===== src/rtl/gir_pkg.sv =====
package gir_pkg;
   localparam int TRIG_W = 4;
   localparam int TB_RISE = 0;
   localparam int TB_FALL = 1;
   localparam int TB_HIGH = 2;
   localparam int TB_LOW  = 3;

   typedef enum logic [2:0] {
      OFF_DIR   = 3'd0,
      OFF_OUT   = 3'd1,
      OFF_IN    = 3'd2,
      OFF_IE    = 3'd3,
      OFF_POL   = 3'd4,
      OFF_TRIG  = 3'd5,
      OFF_ROUTE = 3'd6,
      OFF_STAT  = 3'd7
   } reg_off_e;
endpackage


===== src/rtl/gir_sync.sv =====
module gir_sync #(
   parameter int W = 8
) (
   input  logic         clk,
   input  logic         rst_n,
   input  logic [W-1:0] d_i,
   output logic [W-1:0] q_o
);
   logic [W-1:0] meta_q;
   logic [W-1:0] sync_q;

   always_ff @(posedge clk or negedge rst_n) begin
      if (!rst_n) begin
         meta_q <= '0;
         sync_q <= '0;
      end else begin
         meta_q <= d_i;
         sync_q <= meta_q;
      end
   end

   assign q_o = sync_q;
endmodule


===== src/rtl/gir_pin_detect.sv =====
module gir_pin_detect import gir_pkg::*; #(
   parameter int MAXP  = 8,
   parameter int NPINS = 8
) (
   input  logic                   clk,
   input  logic                   rst_n,
   input  logic [MAXP-1:0]        sync_i,
   input  logic [MAXP-1:0]        pol_i,
   input  logic [TRIG_W*MAXP-1:0] trig_i,
   input  logic [MAXP-1:0]        clr_i,
   output logic [MAXP-1:0]        pend_o
);
   if (NPINS < 1 || NPINS > MAXP) begin : g_chk_pins
      $error("gir_pin_detect: NPINS must lie in 1..MAXP");
   end

   for (genvar i = 0; i < MAXP; i++) begin : g_pin
      if (i < NPINS) begin : g_live
         logic              eff_w, eff_q, sticky_q, set_w, lvl_w;
         logic [TRIG_W-1:0] tr_w;

         assign tr_w  = trig_i[i*TRIG_W +: TRIG_W];
         assign eff_w = sync_i[i] ^ pol_i[i];
         assign set_w = (tr_w[TB_RISE] &  eff_w & ~eff_q)
                      | (tr_w[TB_FALL] & ~eff_w &  eff_q);
         assign lvl_w = (tr_w[TB_HIGH] & eff_w) | (tr_w[TB_LOW] & ~eff_w);

         always_ff @(posedge clk or negedge rst_n) begin
            if (!rst_n) begin
               eff_q    <= 1'b0;
               sticky_q <= 1'b0;
            end else begin
               eff_q    <= eff_w;
               sticky_q <= set_w | (sticky_q & ~clr_i[i]);
            end
         end

         assign pend_o[i] = sticky_q | lvl_w;

         AST_STICKY_HOLD: assert property (@(posedge clk) disable iff (!rst_n)
            (sticky_q && !clr_i[i]) |=> sticky_q);
         AST_EDGE_NEEDS_TRIG: assert property (@(posedge clk) disable iff (!rst_n)
            $rose(sticky_q) |-> $past(tr_w[TB_RISE] | tr_w[TB_FALL]));
         AST_W1C_CLEAR: assert property (@(posedge clk) disable iff (!rst_n)
            (clr_i[i] && !set_w) |=> !sticky_q);
         AST_LEVEL_FOLLOW: assert property (@(posedge clk) disable iff (!rst_n)
            ((tr_w == 4'b0100) && (sync_i[i] != pol_i[i])) |-> pend_o[i]);
      end else begin : g_tie
         assign pend_o[i] = 1'b0;
      end
   end

   logic unused_detect;
   assign unused_detect = ^{sync_i, pol_i, trig_i, clr_i};
endmodule


===== src/rtl/gir_route.sv =====
module gir_route #(
   parameter int NPIN = 16,
   parameter int NOUT = 4,
   parameter int RW   = 2
) (
   input  logic                            clk,
   input  logic                            rst_n,
   input  logic [NPIN-1:0]                 pend_i,
   input  logic [NPIN-1:0]                 ie_i,
   input  logic [NPIN*RW-1:0]              route_i,
   output logic [NOUT-1:0][NPIN-1:0]       hit_o,
   output logic [NOUT-1:0]                 irq_o
);
   logic [NOUT-1:0] irq_q;

   for (genvar o = 0; o < NOUT; o++) begin : g_out
      for (genvar j = 0; j < NPIN; j++) begin : g_pin
         assign hit_o[o][j] = pend_i[j] & ie_i[j] & (route_i[j*RW +: RW] == RW'(o));
      end

      always_ff @(posedge clk or negedge rst_n) begin
         if (!rst_n) irq_q[o] <= 1'b0;
         else        irq_q[o] <= |hit_o[o];
      end
   end

   assign irq_o = irq_q;
endmodule


===== src/rtl/gpio_irq_router.sv =====
module gpio_irq_router import gir_pkg::*; #(
   parameter int NUM_PORTS = 2,
   parameter int MAXP      = 8,
   parameter logic [NUM_PORTS*4-1:0] PORT_PINS = 8'h58,
   parameter int NUM_OUTS  = 4,
   parameter int DW        = 32,
   parameter int AW        = 6
) (
   input  logic                      clk,
   input  logic                      rst_n,
   input  logic [AW-1:0]             bus_addr,
   input  logic                      bus_wen,
   input  logic [DW-1:0]             bus_wdata,
   output logic [DW-1:0]             bus_rdata,
   input  logic [NUM_PORTS*MAXP-1:0] gpio_in,
   output logic [NUM_PORTS*MAXP-1:0] gpio_out,
   output logic [NUM_PORTS*MAXP-1:0] gpio_oe,
   output logic [NUM_OUTS-1:0]       irq
);
   localparam int NPIN     = NUM_PORTS * MAXP;
   localparam int RW       = (NUM_OUTS > 1) ? $clog2(NUM_OUTS) : 1;
   localparam int OUT_BASE = NUM_PORTS * 8;
   localparam int PAW      = AW - 3;

   if (TRIG_W * MAXP > DW) begin : g_chk_trig
      $error("gpio_irq_router: trigger word wider than DW");
   end
   if (RW * MAXP > DW) begin : g_chk_route
      $error("gpio_irq_router: route word wider than DW");
   end
   if (NPIN > DW) begin : g_chk_npin
      $error("gpio_irq_router: per-output status wider than DW");
   end
   if (OUT_BASE + NUM_OUTS > (1 << AW)) begin : g_chk_addr
      $error("gpio_irq_router: address space too small");
   end
   if (MAXP > 15 || NUM_OUTS < 1 || AW < 4) begin : g_chk_misc
      $error("gpio_irq_router: parameter out of range");
   end

   function automatic logic [MAXP-1:0] pin_mask(input int p);
      logic [MAXP-1:0] m;
      int n;
      n = int'(PORT_PINS[p*4 +: 4]);
      for (int i = 0; i < MAXP; i++) m[i] = (i < n);
      return m;
   endfunction

   function automatic logic [TRIG_W*MAXP-1:0] widen_trig(input logic [MAXP-1:0] m);
      logic [TRIG_W*MAXP-1:0] r;
      for (int i = 0; i < MAXP; i++) r[i*TRIG_W +: TRIG_W] = {TRIG_W{m[i]}};
      return r;
   endfunction

   function automatic logic [RW*MAXP-1:0] widen_route(input logic [MAXP-1:0] m);
      logic [RW*MAXP-1:0] r;
      for (int i = 0; i < MAXP; i++) r[i*RW +: RW] = {RW{m[i]}};
      return r;
   endfunction

   logic [NPIN-1:0] in_sync;

   gir_sync #(.W(NPIN)) u_sync (
      .clk   (clk),
      .rst_n (rst_n),
      .d_i   (gpio_in),
      .q_o   (in_sync)
   );

   logic [NUM_PORTS-1:0][MAXP-1:0]        dir_all, out_all, ie_all, pol_all, pend_all;
   logic [NUM_PORTS-1:0][TRIG_W*MAXP-1:0] trig_all;
   logic [NUM_PORTS-1:0][RW*MAXP-1:0]     route_all;

   for (genvar p = 0; p < NUM_PORTS; p++) begin : g_port
      localparam logic [MAXP-1:0]        PM  = pin_mask(p);
      localparam logic [TRIG_W*MAXP-1:0] TM  = widen_trig(PM);
      localparam logic [RW*MAXP-1:0]     RM  = widen_route(PM);

      logic [MAXP-1:0]        dir_r, out_r, ie_r, pol_r, clr_w;
      logic [TRIG_W*MAXP-1:0] trig_r;
      logic [RW*MAXP-1:0]     route_r;
      logic                   sel_w;

      assign sel_w = bus_wen && (bus_addr[AW-1:3] == PAW'(p));

      always_ff @(posedge clk or negedge rst_n) begin
         if (!rst_n) begin
            dir_r   <= '0;
            out_r   <= '0;
            ie_r    <= '0;
            pol_r   <= '0;
            trig_r  <= '0;
            route_r <= '0;
         end else if (sel_w) begin
            case (reg_off_e'(bus_addr[2:0]))
               OFF_DIR:   dir_r   <= bus_wdata[MAXP-1:0] & PM;
               OFF_OUT:   out_r   <= bus_wdata[MAXP-1:0] & PM;
               OFF_IE:    ie_r    <= bus_wdata[MAXP-1:0] & PM;
               OFF_POL:   pol_r   <= bus_wdata[MAXP-1:0] & PM;
               OFF_TRIG:  trig_r  <= bus_wdata[TRIG_W*MAXP-1:0] & TM;
               OFF_ROUTE: route_r <= bus_wdata[RW*MAXP-1:0] & RM;
               default: ;
            endcase
         end
      end

      assign clr_w = (sel_w && (reg_off_e'(bus_addr[2:0]) == OFF_STAT))
                   ? (bus_wdata[MAXP-1:0] & PM) : '0;

      gir_pin_detect #(.MAXP(MAXP), .NPINS(int'(PORT_PINS[p*4 +: 4]))) u_det (
         .clk    (clk),
         .rst_n  (rst_n),
         .sync_i (in_sync[p*MAXP +: MAXP]),
         .pol_i  (pol_r),
         .trig_i (trig_r),
         .clr_i  (clr_w),
         .pend_o (pend_all[p])
      );

      assign dir_all[p]   = dir_r;
      assign out_all[p]   = out_r;
      assign ie_all[p]    = ie_r;
      assign pol_all[p]   = pol_r;
      assign trig_all[p]  = trig_r;
      assign route_all[p] = route_r;
   end

   logic [NUM_OUTS-1:0][NPIN-1:0] hit;
   logic [NPIN-1:0]               ie_flat;

   assign ie_flat = ie_all;

   gir_route #(.NPIN(NPIN), .NOUT(NUM_OUTS), .RW(RW)) u_route (
      .clk     (clk),
      .rst_n   (rst_n),
      .pend_i  (pend_all),
      .ie_i    (ie_flat),
      .route_i (route_all),
      .hit_o   (hit),
      .irq_o   (irq)
   );

   assign gpio_oe  = dir_all;
   assign gpio_out = out_all;

   always_comb begin
      bus_rdata = '0;
      for (int p = 0; p < NUM_PORTS; p++) begin
         if (bus_addr[AW-1:3] == PAW'(p)) begin
            case (reg_off_e'(bus_addr[2:0]))
               OFF_DIR:   bus_rdata[MAXP-1:0]        = dir_all[p];
               OFF_OUT:   bus_rdata[MAXP-1:0]        = out_all[p];
               OFF_IN:    bus_rdata[MAXP-1:0]        = in_sync[p*MAXP +: MAXP] & pin_mask(p);
               OFF_IE:    bus_rdata[MAXP-1:0]        = ie_all[p];
               OFF_POL:   bus_rdata[MAXP-1:0]        = pol_all[p];
               OFF_TRIG:  bus_rdata[TRIG_W*MAXP-1:0] = trig_all[p];
               OFF_ROUTE: bus_rdata[RW*MAXP-1:0]     = route_all[p];
               OFF_STAT:  bus_rdata[MAXP-1:0]        = pend_all[p];
               default: ;
            endcase
         end
      end
      for (int o = 0; o < NUM_OUTS; o++) begin
         if (bus_addr == AW'(OUT_BASE + o)) bus_rdata[NPIN-1:0] = hit[o];
      end
   end

   logic unused_wdata;
   assign unused_wdata = ^bus_wdata;

   AST_DISABLED_SILENT: assert property (@(posedge clk) disable iff (!rst_n)
      (ie_flat == '0) |=> (irq == '0));
endmodule


===== config.mk =====
export PLATFORM = sky130hd
export DESIGN_NAME = gpio_irq_router
export DESIGN_NICKNAME = d
export VERILOG_FILES = /design/src/rtl/gir_pkg.sv /design/src/rtl/gir_sync.sv /design/src/rtl/gir_pin_detect.sv /design/src/rtl/gir_route.sv /design/src/rtl/gpio_irq_router.sv
export SDC_FILE = /design/constraint.sdc
export NUM_CORES = 1
export LEC_CHECK = 0
export ABC_AREA = 1
export BUFFER_PORTS_ARGS = -buffer_cell sky130_fd_sc_hd__buf_4
export CAP_MARGIN = 25
export CORE_ASPECT_RATIO = 1.1
export CORE_MARGIN = 4
export CORE_UTILIZATION = 61
export CTS_CLUSTER_SIZE = 40
export DETAILED_ROUTE_END_ITERATION = 8
export PLACE_DENSITY = 0.83
export SYNTH_ARGS = -nofsm -noshare
export SYNTH_HDL_FRONTEND = slang
export SYNTH_SLANG_ARGS = --single-unit

===== constraint.sdc =====
create_clock -name clk -period 2.9 [get_ports clk]
set_input_delay 0.145 -clock clk [delete_from_list [all_inputs] [get_ports clk]]
set_output_delay 0.145 -clock clk [all_outputs]
set_load 0.03 [all_outputs]

==> impl_metrics.tcl, run 1 <==
set metrics [dict create \
    crit_path_start_kind "flip-flop" \
    yosys-top-cells-area "dfrtp_1 (48%), nand2_1 (11%), o21ai_0 (6.9%), nand3_1 (6.7%), inv_1 (5.9%)" \
    die_h_um 140 \
    drc 0 \
    ys_types 37 \
    antenna_cells 0 \
    synth_area_um2 9730 \
    worstSetupPathType "reg2out" \
    clockBufferDepth 2 \
    grt_setup_unrepaired "false" \
    cpPeakStageDelay_ns 0.40 \
    portBuffers 115 \
    fin_skew_ns 0.00888 \
    cts_made_buffers 17 \
    dpl_cell_area_um2 10700 \
    drtIter0Drc 1802 \
    avgSynthCellArea_um2 7.74 \
    p_total_mw 7.40 \
    post_cts_buffers 0 \
    layout.nets 1453 \
    grt_pass1_vias 9433 \
    crit_family "simple AND/OR/NAND/NOR gates" \
    cp_max_fo 4 \
    synth_top_area_share_pct 47.9 \
    drtPass1Iterations 7 \
    cts_sinks 186 \
    synth-main-ff-cell "dfrtp_1" \
    power_density_nw_per_um2 636 \
    syn_inst 1256 \
    synthTopCellsByCount "nand2_1 (276), dfrtp_1 (186), inv_1 (153)" \
    io-pin-count 125 \
    grt_pass1_wl_mm 50.9 \
    holdCritPathClass "in2reg" \
    clk_latency_ns 0.43 \
    synth-seq-cells 186 \
    relSlewSlack_pct 61.3 \
    crit_path_frequent_cell "nand2_1" \
    die_x_um 128 \
    outcome "complete, no violations" \
    place_ws_ns 0.706 \
    p_leak_nw 5.84 \
    cp_slowest_cell "dfrtp_1" \
    crit_arrival_ns 2.24 \
    fin_ws_ns 0.513 \
    worst_pin_slew_ns 0.581 \
    maxSlewViolCount 0 \
    synth.most_common_cell "nand2_1" \
    maxCapViolations 0 \
    grt_overflow_total 0 \
    period_minus_slack_ns 2.39 \
    critical_path_buf_inv_count 3 \
    place_congestion 0.994 \
    final_layout_size_suffix_gt1_share_pct 14.6 \
    grt_util_all_layers_pct 36.9 \
    root_buffer "clkbuf_16" \
    vias_per_cell 6.10 \
    post-dp-hpwl_mm 22.9 \
    dieArea_um2 18000 \
    start_util_pct 62.1 \
    hold_viol_final 0 \
    setup_viol 0 \
    synth_top_cell_by_area "dfrtp_1" \
    clkSlewWorstSetupHoldPaths_ns 0.07 \
    wl_mm 32.3 \
    yosys_warnings 0 \
    crit_chain "inv_1, nand2_1, nand2_1, nand2_1, nand3_1, nand2_1, inv_1, nand3_1, nand2_1, nand2_1, nand4_1, buf_4" \
    rows 48 \
    tritoncts "built" \
    htreeDepth 4 \
    ys_seq_area_share_pct 47.9 \
    max_freq_ghz 0.419 \
    antenna_found_initial 0 \
    core_area_um2 15700 \
    ir_drop_v 0.000476 \
    fin_setup_tns_ns 0 \
    syn2layout_area_growth_pct 19.6 \
    timing.final.crit_share_pct 82.3 \
    final_cell_area_um2 11600 \
    cp_data_required_time_ns 2.76 \
    synthArstFlopShare_pct 100 \
    endpoint_kind "output pin" \
    synth_edf_count 0 \
    wire_per_inst_um 20.1 \
    grt_max_degree 70 \
    vias 9806 \
    ant_nets 0 \
]
-- placed cells by master (no fill, tap or decap), drive strengths merged, types with 37 or more instances in the layout --
| cell type | synthesis | layout |
|---|---|---|
| buf | 43 | 127 |
| inv | 163 | 168 |
| nor2 | 124 | 124 |
| dfrtp | 186 | 186 |
| a21oi | 50 | 50 |
| o21ai | 138 | 138 |
| nand3 | 133 | 133 |
| nand4 | 72 | 72 |
| dlygate4sd3 | 0 | 37 |
| nand2 | 280 | 280 |
-- tightest hold or removal path: stages --
cell	delay, ns
buf_4	0.15
nand2_1	0.06
o21ai_0	0.06
-- final timing paths --
path | from | endpoint | slack, ns | depth (start not counted)
max | u_sync.q_o[6] | bus_rdata[6] | 0.51 | 12
min reg2reg | u_sync.meta_q[11] | u_sync.q_o[11] | 0.35 | 0
min in group asynchronous | rst_n | g_port[0].route_r[9] | 0.25 | 2
max reg2reg | g_port[1].pol_r[0] | u_route.irq_o[0] | 1.04 | 10
max in group asynchronous | rst_n | g_port[1].trig_r[1] | 1.89 | 3
min | bus_wdata[3] | g_port[1].pol_r[3] | 0.02 | 3
-- stage by stage --
| step | hold WS (ns) | utilization (%) | instances |
|---|---|---|---|
| 4_1_cts | 0.0128 | 74.2 | 1608 |
| 3_3_place_gp | 0.169 | 68.3 | 1540 |
| 2_1_floorplan | -0.151 | - | 1261 |
| 3_5_place_dp | 0.164 | 68.3 | 1540 |
| 5_1_grt | 0.0156 | 74.2 | 1608 |
| 6_report | 0.0226 | 74.2 | 1608 |
-- kinds of logic after synthesis --
logic type	share of synthesized area, %
and+or+nand+nor	29.6
AOI/OAI and AO/OA	11.9
muxes	1.27
DFF	47.9
buffers and inverters	9.34
other	0.0386
-- report_power, final --
| group | switching [mW] | internal [mW] |
|---|---|---|
| clock | 1.04 | 1.22 |
| combinational | 1.16 | 0.587 |
| sequential | 0.381 | 3.02 |
-- cell type report --
type | count | area, µm²
repair buffers | 165 | 1360
fillers | 1170 | 4040
flip-flops and latches | 186 | 4650
inverters | 166 | 626
multi-input cells | 860 | 4180
clock inverters | 11 | 110
clock buffers | 20 | 447
well taps | 200 | 250
-- state kept, by name, summed over array words and instances (netlist names) --
| signal | cells |
|---|---|
| g_port.dir_r | 13 |
| g_port.trig_r | 52 |
| g_port.pol_r | 13 |
| g_port.out_r | 13 |
| u_sync.meta_q | 13 |
| u_sync.q_o | 13 |
| g_port.u_det.g_pin.g_live.eff_q | 13 |
| g_port.u_det.g_pin.g_live.sticky_q | 13 |
| g_port.ie_r | 13 |
| g_port.route_r | 26 |
| u_route.irq_o | 4 |
-- metal layers --
metal	GRT usage (%)	wire length (µm)	vias up
li1	-	-	4428
met1	49.5	11900	4596
met2	57.2	14800	653
met3	8.24	3840	129
met4	17.3	1750	0
met5	0	0	-
-- repair_timing --
action,CTS,global route
endpoints found under the hold margin,112,0
endpoints found under the setup margin,0,0
hold buffers,37,0
gates resized for setup,0,0
Power figures use the tool's default switching activity.
==> run 2: changes to the inputs <==
--- a/config.mk
+++ b/config.mk
@@ -5,15 +5,15 @@
 export SDC_FILE = /design/constraint.sdc
 export NUM_CORES = 1
 export LEC_CHECK = 0
-export ABC_AREA = 1
+export ABC_AREA = 0
 export BUFFER_PORTS_ARGS = -buffer_cell sky130_fd_sc_hd__buf_4
 export CAP_MARGIN = 25
 export CORE_ASPECT_RATIO = 1.1
 export CORE_MARGIN = 4
-export CORE_UTILIZATION = 61
+export CORE_UTILIZATION = 53
 export CTS_CLUSTER_SIZE = 40
 export DETAILED_ROUTE_END_ITERATION = 8
-export PLACE_DENSITY = 0.83
+export PLACE_DENSITY = 0.77
 export SYNTH_ARGS = -nofsm -noshare
 export SYNTH_HDL_FRONTEND = slang
 export SYNTH_SLANG_ARGS = --single-unit
==> constraint.sdc (replaced) <==
create_clock -name clk -period 1.96 [get_ports clk]
set_input_delay 0.098 -clock clk [delete_from_list [all_inputs] [get_ports clk]]
set_output_delay 0.098 -clock clk [all_outputs]
set_load 0.03 [all_outputs]
==> impl_metrics.tcl, run 2 <==
set metrics [dict create \
    outcome "finished with violations" \
    violations "negative setup slack" \
    synth-main-ff-cell "dfrtp_1" \
    relSlewSlack_pct 61.6 \
    grt_setup_unrepaired "true" \
    final_common_cell "buf_4" \
    p_leak_nw 6.25 \
    root_buffer "clkbuf_16" \
    p_total_mw 11.6 \
    core_area_um2 17200 \
    period_minus_slack_ns 2.50 \
    top_regs "g_port.trig_r x52, g_port.route_r x26" \
    num-fill-cells 1112 \
    maxSlewViolCount 0 \
    grt_pass1_wl_mm 51.1 \
    final_layout_size_suffix_gt1_share_pct 44.1 \
    syn2layout_area_growth_pct 41.5 \
    drtPass1Iterations 5 \
    synthTopCellsByCount "dfrtp_1 (186), mux2_2 (111), nand2_1 (86)" \
    place_congestion 1.02 \
    synth-seq-cells 186 \
    portBuffers 115 \
    synth_edf_count 0 \
    cts_sinks 186 \
    fin_skew_ns 0.00766 \
    ant_nets 0 \
    grt_pass1_vias 8776 \
    grt_max_degree 60 \
    cp_max_fo 2 \
    worst_pin_slew_ns 0.561 \
    clockBufferDepth 2 \
    placed_cells 1302 \
    antenna_found_initial 0 \
    worstHoldStart "bus_wdata[0]" \
    holdCritPathClass "in2reg" \
    cp_slowest_cell "a2111oi_1" \
    top_register "g_port.trig_r" \
    cpPeakStageDelay_ns 0.51 \
    fin_setup_tns_ns -6.27 \
    syn_inst 866 \
    synth_top_area_share_pct 49.6 \
    start_util_pct 54.6 \
    htreeDepth 4 \
    synth.most_common_cell "dfrtp_1" \
    hold_viol_final 0 \
    io-pin-count 125 \
    synth_top_cell_by_area "dfrtp_1" \
    max_freq_ghz 0.400 \
    place_ws_ns -0.308 \
    r2r-start "u_sync.q_o[11]" \
    drc 0 \
    antenna_cells 0 \
    clk_latency_ns 0.44 \
    endpoint_kind "output pin" \
    fin_ws_ns -0.539 \
    crit_start "g_port[0].pol_r[4]" \
    layout.nets 1221 \
    synth_area_um2 9390 \
    worstSetupPathType "reg2out" \
    ys_types 65 \
    drtIter0Drc 1158 \
    ys_seq_area_share_pct 49.6 \
    dieArea_um2 19900 \
    post-dp-hpwl_mm 23.6 \
    stdcell_count 1411 \
    grt_overflow_total 0 \
    largest_register_ffs 52 \
    die_h_um 148 \
    crit_path_start_kind "flip-flop" \
    grt_util_all_layers_pct 33.9 \
    rows 50 \
    vias_per_cell 6.22 \
    crit_chain "xor2_2, mux2_4, o21ai_2, buf_4, a2111oi_1, or3_4, buf_6" \
    setup_viol 17 \
    avgSynthCellArea_um2 10.8 \
    cts_made_buffers 17 \
    timing.final.crit_share_pct 127 \
    maxCapViolations 0 \
    cp_data_required_time_ns 1.86 \
    die_x_um 135 \
    synthArstFlopShare_pct 100 \
    tritoncts "built" \
    final_cell_mix "buf_4 (263), dfrtp_1 (186), mux2_2 (111)" \
    vias 8781 \
    power_density_nw_per_um2 870 \
    yosys-top-cells-area "dfrtp_1 (50%), mux2_2 (13%), nand2_1 (3.4%), mux2i_1 (3.2%), o21ai_0 (2.2%)" \
    ir_drop_v 0.000719 \
    clkSlewWorstSetupHoldPaths_ns 0.07 \
    yosys_warnings 0 \
    crit_arrival_ns 2.40 \
    wire_per_inst_um 24.0 \
    wl_mm 33.8 \
]
==> run 2: cell types whose count changed in the layout (fill, tap and decap cells not counted), sizes merged, moves of 62 or more <==
cell   previous run  this run
nand2           280        86
buf             127       290
inv             168        37
nand3           133        16
mux2             11       125
o21ai           138        42
nor2            124        42
nand4            72        10
==> run 2: worst paths after layout <==
kind	end	slack [ns]	cells after the start
worst max-delay path	bus_rdata[4]	-0.54	7
worst min-delay path	g_port[0].ie_r[0]	0.006	3
worst max register to register	u_route.irq_o[0]	-0.43	7
worst min register to register	u_sync.q_o[8]	0.35	0
max in group asynchronous	g_port[1].dir_r[4]	0.90	3
min in group asynchronous	u_sync.meta_q[10]	0.20	2
==> run 2: kinds of logic after synthesis <==
logic type / after synthesis / share of synthesized area (%)
simple gates: 234 / 12.4
flops: 186 / 49.6
compound gates: 182 / 13.8
mux: 155 / 18.3
buf+inv: 86 / 3.74
xor+xnor: 22 / 2.13
other cells: 1 / 0.0399
==> run 2: worst max-delay path: cells and delay by family, from the launching register on <==
| family | cells | cell delay [ns] |
|---|---|---|
| muxes | 1 | 0.21 |
| DFF | 1 | 0.41 |
| AOI/OAI and AO/OA | 2 | 0.58 |
| buffers and inverters | 2 | 0.26 |
| and+or+nand+nor | 1 | 0.25 |
| xor gates and xnor gates | 1 | 0.24 |
==> run 2: metrics by stage <==
step           instance area (µm²)  util (%)  hold WS [ns]
6_report                     13300      77.2       0.00619
5_1_grt                      13300      77.2        0.0100
4_1_cts                      13100      75.9     0.0000540
3_5_place_dp                 11500      67.0         0.131
3_3_place_gp                 11500      67.0         0.123
2_1_floorplan                 9500         -        -0.198
==> run 2: power breakdown <==
| group | total (mW) | switching, mW | leakage (nW) | internal [mW] |
|---|---|---|---|---|
| Combinational | 3.13 | 1.56 | 3.66 | 1.57 |
| Clock | 3.47 | 1.66 | 0.274 | 1.81 |
| Sequential | 4.96 | 0.605 | 2.32 | 4.36 |
| Total | 11.6 | 3.82 | 6.25 | 7.74 |
==> run 2: repair_timing <==
item | 4_1_cts | 5_1_grt
setup endpoints to repair | 17 | 20
hold endpoints to repair | 115 | 0
pin swaps | 57 | 35
hold buffers | 39 | 0
buffers inserted | 30 | 14
gates resized for setup | 79 | 26
==> run 2: layer usage <==
layer | track usage [%] | vias to the layer above | routed length (µm)
met4 | 14.5 | 0 | 1640
met3 | 7.01 | 122 | 3330
met2 | 52.6 | 567 | 15500
met5 | 0 | - | 0
met1 | 46.6 | 4343 | 13300
li1 | - | 3749 | -
==> run 2: area by class of cell <==
| cell class | instances | area (µm²) | area share [%] |
|---|---|---|---|
| multi-input combinational | 599 | 4910 | 37.0 |
| sequential | 186 | 4650 | 35.0 |
| timing repair buffer | 330 | 2730 | 20.5 |
| clock buffer | 18 | 429 | 3.23 |
| tap | 234 | 293 | 2.20 |
| clock inverter | 14 | 156 | 1.18 |
| inverter | 30 | 113 | 0.848 |
